## src/rtl/swap_pkg.sv

```systemverilog
// Shared constants for the register exchange sequencer.
// Assumes exactly three registers on the bus and a four-state one-hot controller.
package swap_pkg;
    localparam int NSTATE = 4;
    localparam int NREG   = 3;

    // Bit positions in the one-hot state vector.
    localparam int ST_IDLE = 0;
    localparam int ST_B2T  = 1;
    localparam int ST_A2B  = 2;
    localparam int ST_T2A  = 3;

    // Bit positions in the drive and capture enable vectors.
    localparam int RG_A = 0;
    localparam int RG_B = 1;
    localparam int RG_T = 2;
endpackage

```

## src/rtl/swap_fsm.sv

```systemverilog
// One-hot controller for the exchange.
// Each state has its own flip-flop, and the next-state equations are written
// directly from the state sequence. The controller also decodes the drive and
// capture enables and the done flag from the state vector.
// Assumes synchronous active-low reset.
module swap_fsm
    import swap_pkg::*;
(
    input  logic              clk,
    input  logic              rst_n,
    input  logic              start,
    output logic [NSTATE-1:0] st,
    output logic [NREG-1:0]   drv_en,
    output logic [NREG-1:0]   cap_en,
    output logic              done
);
    logic [NSTATE-1:0] st_nx;

    // Next-state equations, one per state flip-flop.
    always_comb begin
        st_nx[ST_IDLE] = st[ST_T2A] | (~start & st[ST_IDLE]);
        st_nx[ST_B2T]  = start & st[ST_IDLE];
        st_nx[ST_A2B]  = st[ST_B2T];
        st_nx[ST_T2A]  = st[ST_A2B];
    end

    // State flip-flops; reset leaves only the idle bit set.
    always_ff @(posedge clk) begin
        if (!rst_n) begin
            st <= NSTATE'(1) << ST_IDLE;
        end else begin
            st <= st_nx;
        end
    end

    // Per-state enables: each transfer state picks one source and one sink.
    always_comb begin
        drv_en       = '0;
        cap_en       = '0;
        drv_en[RG_B] = st[ST_B2T];
        cap_en[RG_T] = st[ST_B2T];
        drv_en[RG_A] = st[ST_A2B];
        cap_en[RG_B] = st[ST_A2B];
        drv_en[RG_T] = st[ST_T2A];
        cap_en[RG_A] = st[ST_T2A];
        done         = st[ST_T2A];
    end
endmodule

```

## src/rtl/swap_bus.sv

```systemverilog
// Shared bus multiplexer.
// The bus is an AND-OR of each register with its drive enable.
// Assumes the controller sets at most one drive enable at a time.
// With no enable set, the bus is zero.
module swap_bus
    import swap_pkg::*;
#(
    parameter int DW = 8
) (
    input  logic [NREG-1:0]         drv_en,
    input  logic [NREG-1:0][DW-1:0] regs,
    output logic [DW-1:0]           bus_q
);
    logic [NREG:0][DW-1:0] acc;

    assign acc[0] = '0;

    // Chain one OR stage per register source.
    for (genvar i = 0; i < NREG; i++) begin : g_src
        assign acc[i+1] = acc[i] | (regs[i] & {DW{drv_en[i]}});
    end

    assign bus_q = acc[NREG];
endmodule

```

## src/rtl/swap_regfile.sv

```systemverilog
// The three bus registers A, B and T.
// A register captures the bus when its capture enable is set. Otherwise it
// takes its preload value when its write strobe is set.
// Assumes capture and preload never coincide; the top allows preload only in idle.
module swap_regfile
    import swap_pkg::*;
#(
    parameter int DW = 8
) (
    input  logic                    clk,
    input  logic                    rst_n,
    input  logic [NREG-1:0]         cap_en,
    input  logic [DW-1:0]           bus_q,
    input  logic [NREG-1:0]         ld_we,
    input  logic [NREG-1:0][DW-1:0] ld_val,
    output logic [NREG-1:0][DW-1:0] regs
);
    for (genvar i = 0; i < NREG; i++) begin : g_reg
        // Hold, capture from the bus, or take the preload value.
        always_ff @(posedge clk) begin
            if (!rst_n) begin
                regs[i] <= '0;
            end else if (cap_en[i]) begin
                regs[i] <= bus_q;
            end else if (ld_we[i]) begin
                regs[i] <= ld_val[i];
            end
        end
    end
endmodule

```

## src/rtl/swap_ctrl_top.sv

```systemverilog
// Top level of the register exchange sequencer.
// Connects the one-hot controller, the register bank and the bus multiplexer.
// The preload port is gated on the idle state, and T can never be preloaded.
module swap_ctrl_top
    import swap_pkg::*;
#(
    parameter int DW = 8
) (
    input  logic          clk,
    input  logic          rst_n,
    input  logic          start,
    input  logic          load_en,
    input  logic [DW-1:0] load_a,
    input  logic [DW-1:0] load_b,
    output logic [DW-1:0] reg_a,
    output logic [DW-1:0] reg_b,
    output logic [DW-1:0] reg_t,
    output logic [2:0]    drv_en,
    output logic [2:0]    cap_en,
    output logic [DW-1:0] bus_q,
    output logic          done
);
    logic [NSTATE-1:0]       st;
    logic [NREG-1:0]         ld_we;
    logic [NREG-1:0][DW-1:0] ld_val;
    logic [NREG-1:0][DW-1:0] regs;

    swap_fsm u_fsm (
        .clk    (clk),
        .rst_n  (rst_n),
        .start  (start),
        .st     (st),
        .drv_en (drv_en),
        .cap_en (cap_en),
        .done   (done)
    );

    // Preload strobes: A and B only, and only in idle.
    always_comb begin
        ld_we         = '0;
        ld_we[RG_A]   = load_en & st[ST_IDLE];
        ld_we[RG_B]   = load_en & st[ST_IDLE];
        ld_val        = '0;
        ld_val[RG_A]  = load_a;
        ld_val[RG_B]  = load_b;
    end

    swap_regfile #(.DW(DW)) u_rf (
        .clk    (clk),
        .rst_n  (rst_n),
        .cap_en (cap_en),
        .bus_q  (bus_q),
        .ld_we  (ld_we),
        .ld_val (ld_val),
        .regs   (regs)
    );

    swap_bus #(.DW(DW)) u_bus (
        .drv_en (drv_en),
        .regs   (regs),
        .bus_q  (bus_q)
    );

    // Register contents brought out for observation.
    assign reg_a = regs[RG_A];
    assign reg_b = regs[RG_B];
    assign reg_t = regs[RG_T];
endmodule

```

## config.mk

```make
export PLATFORM = sky130hd
export DESIGN_NAME = swap_ctrl_top
export DESIGN_NICKNAME = d
export VERILOG_FILES = /design/src/rtl/swap_pkg.sv /design/src/rtl/swap_fsm.sv /design/src/rtl/swap_bus.sv /design/src/rtl/swap_regfile.sv /design/src/rtl/swap_ctrl_top.sv
export SDC_FILE = /design/constraint.sdc
export NUM_CORES = 1
export LEC_CHECK = 0
export ABC_CLOCK_PERIOD_IN_PS = 1660
export CAP_MARGIN = 30
export CELL_PAD_IN_SITES_DETAIL_PLACEMENT = 1
export CELL_PAD_IN_SITES_GLOBAL_PLACEMENT = 1
export CORE_MARGIN = 2
export CORE_UTILIZATION = 30
export CTS_CLUSTER_DIAMETER = 50
export DETAILED_ROUTE_END_ITERATION = 12
export HOLD_SLACK_MARGIN = 0.15
export MAX_ROUTING_LAYER = met4
export PLACE_DENSITY = 0.84
export RECOVER_POWER = 100
export SETUP_SLACK_MARGIN = 0.4
export SLEW_MARGIN = 20
export SYNTH_ARGS = -nofsm -noshare
export SYNTH_HDL_FRONTEND = slang
export SYNTH_SLANG_ARGS = --single-unit
export TNS_END_PERCENT = 30
```

## constraint.sdc

```tcl
create_clock -name clk -period 1.66 [get_ports clk]
set_clock_uncertainty 0.15 [all_clocks]
set_input_delay 0.166 -clock clk [delete_from_list [all_inputs] [get_ports clk]]
set_output_delay 0.166 -clock clk [all_outputs]
set_load 0.01 [all_outputs]
```

# Word-level counts from Yosys, hierarchy flattened
# Cells that the tools add are included.
[classes] mux=4 n_bitwise=10 n_reduce_logical=2
[ops] cell="two-way mux 8 bit" n=4
[ops] cell="bitwise AND 8 bit" n=3
[ops] cell="bitwise OR 8 bit" n=2
[ops] cell="nonzero test 2 bit" n=2
[ops] cell="bitwise AND 1 bit" n=3
[ops] cell="NOT 1 bit" n=1
[ops] cell="bitwise OR 1 bit" n=1
[totals] reg_bits=28 input_bits=20 output_inout_bits=39 wordCells=20

# Logic depth before layout (Yosys ltp)
[depth] ltp_word=4 depth_mapped=5 depth_no_buf=3

# Hierarchy
# A second synthesis with hierarchy kept.
[hier_totals] hier_cells=142 hier_area_um2=1614.0
[by_module_without_submodules] module="swap_regfile" instances=1 cells_per_inst=104 area_each_um2=1301.2 seq_area_each_um2=480.5
[by_module_without_submodules] module="swap_fsm" instances=1 cells_per_inst=18 area_each_um2=182.7 seq_area_each_um2=80.1
[by_module_without_submodules] module="swap_bus" instances=1 cells_per_inst=18 area_each_um2=120.1 seq_area_each_um2=0.0
[by_module_without_submodules] module="swap_ctrl_top" instances=1 cells_per_inst=2 area_each_um2=10.0 seq_area_each_um2=0.0

# Worst setup path before layout
# No wires, ideal clock.
[synth_path] kind="reg2out" from="register u_fsm.st[1]" to="output bus_q[6]" arrival_ns=1.002 required_time_ns=1.344 path_slack_ns=0.342 stages_incl_launch_ff=6 path_buffers=2 path_cell_list="dfxtp_1 buf_6 buf_6 a22o_1 a21oi_2 inv_1"
[synth_via] elab_chain_len=3
[synth_rtl] element="start, declared" line_no="swap_fsm.sv:12" source="output logic [NSTATE-1:0] st,"
[synth_rtl] element="start signal, assigned" line_no="swap_fsm.sv:30" source="st <= NSTATE'(1) << ST_IDLE;"
[synth_rtl] element="start signal, assigned" line_no="swap_fsm.sv:32" source="st <= st_nx;"
[synth_rtl] element="bitwise AND 8 bit" line_no="swap_bus.sv:20" source="assign acc[i+1] = acc[i] | (regs[i] & {DW{drv_en[i]}});"
[synth_rtl] element="bitwise OR 8 bit (2 in series)" line_no="swap_bus.sv:20"
[synth_rtl] element="end, declared" line_no="swap_ctrl_top.sv:20" source="output logic [DW-1:0] bus_q,"
# Every way passes these cells.

# Worst setup path in the final report
[layout_path] from="register u_fsm.st[1]" to="output bus_q[3]"
# Same word-level chain as after synthesis.

==> out/results.txt <==
The floorplan step set the die width to 71.5 microns. After clock tree synthesis, the clock-pin slew on the worst setup and hold paths is 0.09 ns. The analysis attributes to cell leakage a power of 0.00146 uW. Headroom to the max-slew limit came out at 72.9%. Summed over all nets, the half-perimeter wirelength after detailed placement is 3220 microns.

Counting flops and latches in the post-synthesis netlist gives 28. STA classifies the critical path startpoint as a flip-flop. The tools report the number of H-tree levels as 1. Setup repair after global routing could not meet its margin everywhere. For this block, the initial DRC count from the detailed router was 39. The overall die height was 71.5 microns; the maximum frequency from static timing analysis was 590 MHz. The largest net degree at the start of global routing was 17. The tools report the root buffer cell as clkbuf_8. The worst register-to-register path ends at u_rf.regs[4]$_SDFFE_PN0P_. The number of distinct library cells after synthesis was 22. For this run, the number of Yosys warnings is 0. Input and output buffers added on the ports amount to 58. For the smallest setup slack after layout, the log shows -0.0349 ns.

The final reports fail on negative setup slack. Max-cap violations in this run came to 0. The worst setup path is captured at an output pin.

The routed length on met3 was 267 microns. The number of antenna diodes in the final layout is 0. The clock sink count was 28; the maximum fanout encountered on the critical timing path was 7. Across every metal layer, demand over resource in global routing totals 19.9%. The setup slack at placement came out at -0.0975 ns.

The min-delay analysis places its worst path in the category in2reg. The first global-routing pass estimated 7830 microns of wire. The logs give 0 for the number of buffers added to fix hold violations after cts and 3 for the CTS buffer count.

The met1 layer wirelength in the final routing was 2310 microns. The share of the clock period used by the worst path after layout was 102%; the power after layout was 1600 uW. After synthesis the cells add up to 1370 sq um. In this run, flip-flops and latches consume 47.7% of the power. Synthesis produced a netlist with a net count of 169. The max-slew violation total from the final report came out at 0.

The via count of the first global-routing pass was 1549; the cell count of the worst reg-to-reg path was 9. Combinational logic is responsible for 28.9% of the overall power. The post-route core utilization was 60.2%; the clock tree buffer depth was 2.

For the number of hold-slack violations in the final timing report, the log shows 0. Wire segments on met2 add up to 3060 microns in the final route. The logs give 24 for the standard-cell row count and 0.27 ns for the latest clock arrival within the worst-skew pair. The net switching power came out at 457 uW. The pre-antenna-repair detailed-routing pass consisted of 4 iterations. The proportion of power drawn by the clock network was 23.4%; the area added between synthesis and finish was 91.9%. Of the synthesized area, sequential elements account for 41.1%. The initial antenna violation count is 0. Setup violations remaining at the end of the flow were counted as 8. For the finished layout, the period the worst path requires is 1.69 ns. During I/O placement, the number of pins put on the boundary was 59. The share of cells above drive strength 1 was 53.4%; the data required time of the worst path was 1.34 ns.

The initial utilization of the core area, before any placement, comes to 31.4%. The count of filler cells inserted in the layout was 491; the power density of the placed cells was 612 nW/um^2. The run gives 5110 sq um as the floorplan die area. Routed signal wires occupy layers up through met4. The synthesized area per cell is 9.16 sq um. The floorplan core area was 4350 sq um. The tools report the total routed wirelength as 5710 microns. TritonCTS built the clock tree.

The startpoint identified for the worst hold timing path is rst_n. The hold-critical path depth is 3, and the cell internal power dissipation is 1150 uW. The final weighted congestion of routability-driven global placement is 0.764.

The detailed-route wire length per cell is 18.8 microns. The class of the most critical setup path is reg2out. The endpoint arrival time on the critical path is 1.38 ns, and the highest ir drop seen on vdd is 0.716 mV. After routing, the total negative slack on setup checks comes to -0.149 ns.

After global routing the overflow that remains totals 0. Dividing the detail-routed via count by the number of cells gives 5.11. Net switching is 28.5% of the power. Across all register-to-register paths, the minimum setup slack is -0.02 ns. The post-detailed-route count of antenna-violating nets was 0. In this run the critical register-to-register path is launched from u_fsm.st[1]$_SDFF_PN0_. The total DRC errors in the routed layout came out at 0. The slew at the pin closest to its max-slew limit was 0.406 ns.

For the synthesized netlist cell count, the log shows 149. The worst hold path terminates at u_rf.regs[20]$_SDFFE_PN0P_. Detailed routing inserted a total of 1547 vias. The flow ran to the end, but the final reports show violations. Number of nets in the finished design: 273.
==> Yosys cell counts, drive strengths merged <==
master | instances | share of area [%]
dfxtp | 28 | 41
a21oi | 16 | 6.4
o21ai | 16 | 5.9
buf | 14 | 7.6
and3 | 9 | 4.9
inv | 9 | 2.5
nand2b | 9 | 4.1
a211oi | 8 | 7.3
a22o | 8 | 5.1
mux2i | 8 | 5.9
nor2 | 8 | 2.2
o22ai | 8 | 3.7
clkbuf | 3 | 0.82
and2 | 2 | 0.92
nand2 | 2 | 1.1
a21o | 1 | 0.55
==> stage by stage <==
step                std cells  instance area [sq um]  hold WS, ns
finish                    303                   2620        0.209
global route              303                   2620        0.244
CTS                       297                   2370        0.370
detailed placement        267                   2090        0.394
global placement          267                   2090        0.375
floorplan                 149                   1370        0.169
==> placed cells by master, fill, tap and decap left out, drive strengths merged <==
| master | count |
|---|---|
| dlymetal6s2s | 19 |
| nand2b | 9 |
| inv | 9 |
| nand2 | 2 |
| nor2 | 8 |
| mux2i | 8 |
| and2 | 2 |
| o21ai | 16 |
| dfxtp | 28 |
| a21o | 1 |
| and3 | 9 |
| buf | 75 |
| a211oi | 8 |
| a21oi | 16 |
| clkdlybuf4s50 | 22 |
| a22o | 8 |
| o22ai | 8 |
| clkbuf | 3 |
==> power by group through the flow <==
stage               logic, uW  clock network, uW  registers (uW)
global placement          371                  0             768
floorplan                 159                  0             784
CTS                       418                374             758
global route              494                403             773
finish                    464                375             766
detailed placement        380                  0             770
==> registers in the layout, summed over array words and instances (netlist names) <==
signal and cells:
u_fsm.st 4, u_rf.regs 24
==> worst max-delay path by stage <==
stage	startpoint	endpoint	slack [ns]
2_1_floorplan	u_fsm.st[3]$_SDFF_PN0_	bus_q[5]	0.36
3_3_place_gp	u_fsm.st[1]$_SDFF_PN0_	bus_q[2]	-0.04
3_5_place_dp	u_fsm.st[1]$_SDFF_PN0_	bus_q[2]	-0.1
4_1_cts	u_fsm.st[1]$_SDFF_PN0_	bus_q[2]	0.002
5_1_grt	u_fsm.st[1]$_SDFF_PN0_	bus_q[2]	-0.09
6_report	u_fsm.st[1]$_SDFF_PN0_	bus_q[3]	-0.03
==> final cells by class <==
cell class              count  area, sq um  share of cell area [%]
multi-input cells          95          766                    29.2
inverters                   9         33.8                    1.29
well taps                  52         65.1                    2.48
clock buffers               3         41.3                    1.58
flip-flops and latches     28          581                    22.2
repair buffers            116         1130                    43.3
==> per-layer routing <==
| metal | vias to the layer above | GRT usage, % |
|---|---|---|
| met1 | 758 | 25.0 |
| met5 | - | - |
| met4 | 0 | 1.89 |
| met2 | 48 | 34.9 |
| met3 | 6 | 3.38 |
| li1 | 735 | - |
==> worst max-delay path: stages, from the launching register on <==
cell     delay (ns)
dfxtp_4        0.37
buf_6          0.13
a22o_4         0.27
a21oi_4        0.14
inv_1          0.06
buf_2          0.13
==> timing repair <==
action / CTS / global route
setup buffers: 26 / 6
pin swaps: 10 / 18
gates resized for setup: 95 / 71
setup endpoints to repair: 58 / 62
hold endpoints to repair: 0 / 0
cloned: 1 / 0
==> logic make-up (layout without fill, tap and decap cells) <==
group | count (synthesis) | after routing | share of synthesized area (%)
AO/OA/AOI/OAI | 57 | 57 | 29.0
buffers and inverters | 26 | 128 | 10.9
flip-flops | 28 | 28 | 41.1
multiplexers | 8 | 8 | 5.87
AND/OR/NAND/NOR | 30 | 30 | 13.2
Power figures use the tool's default switching activity.
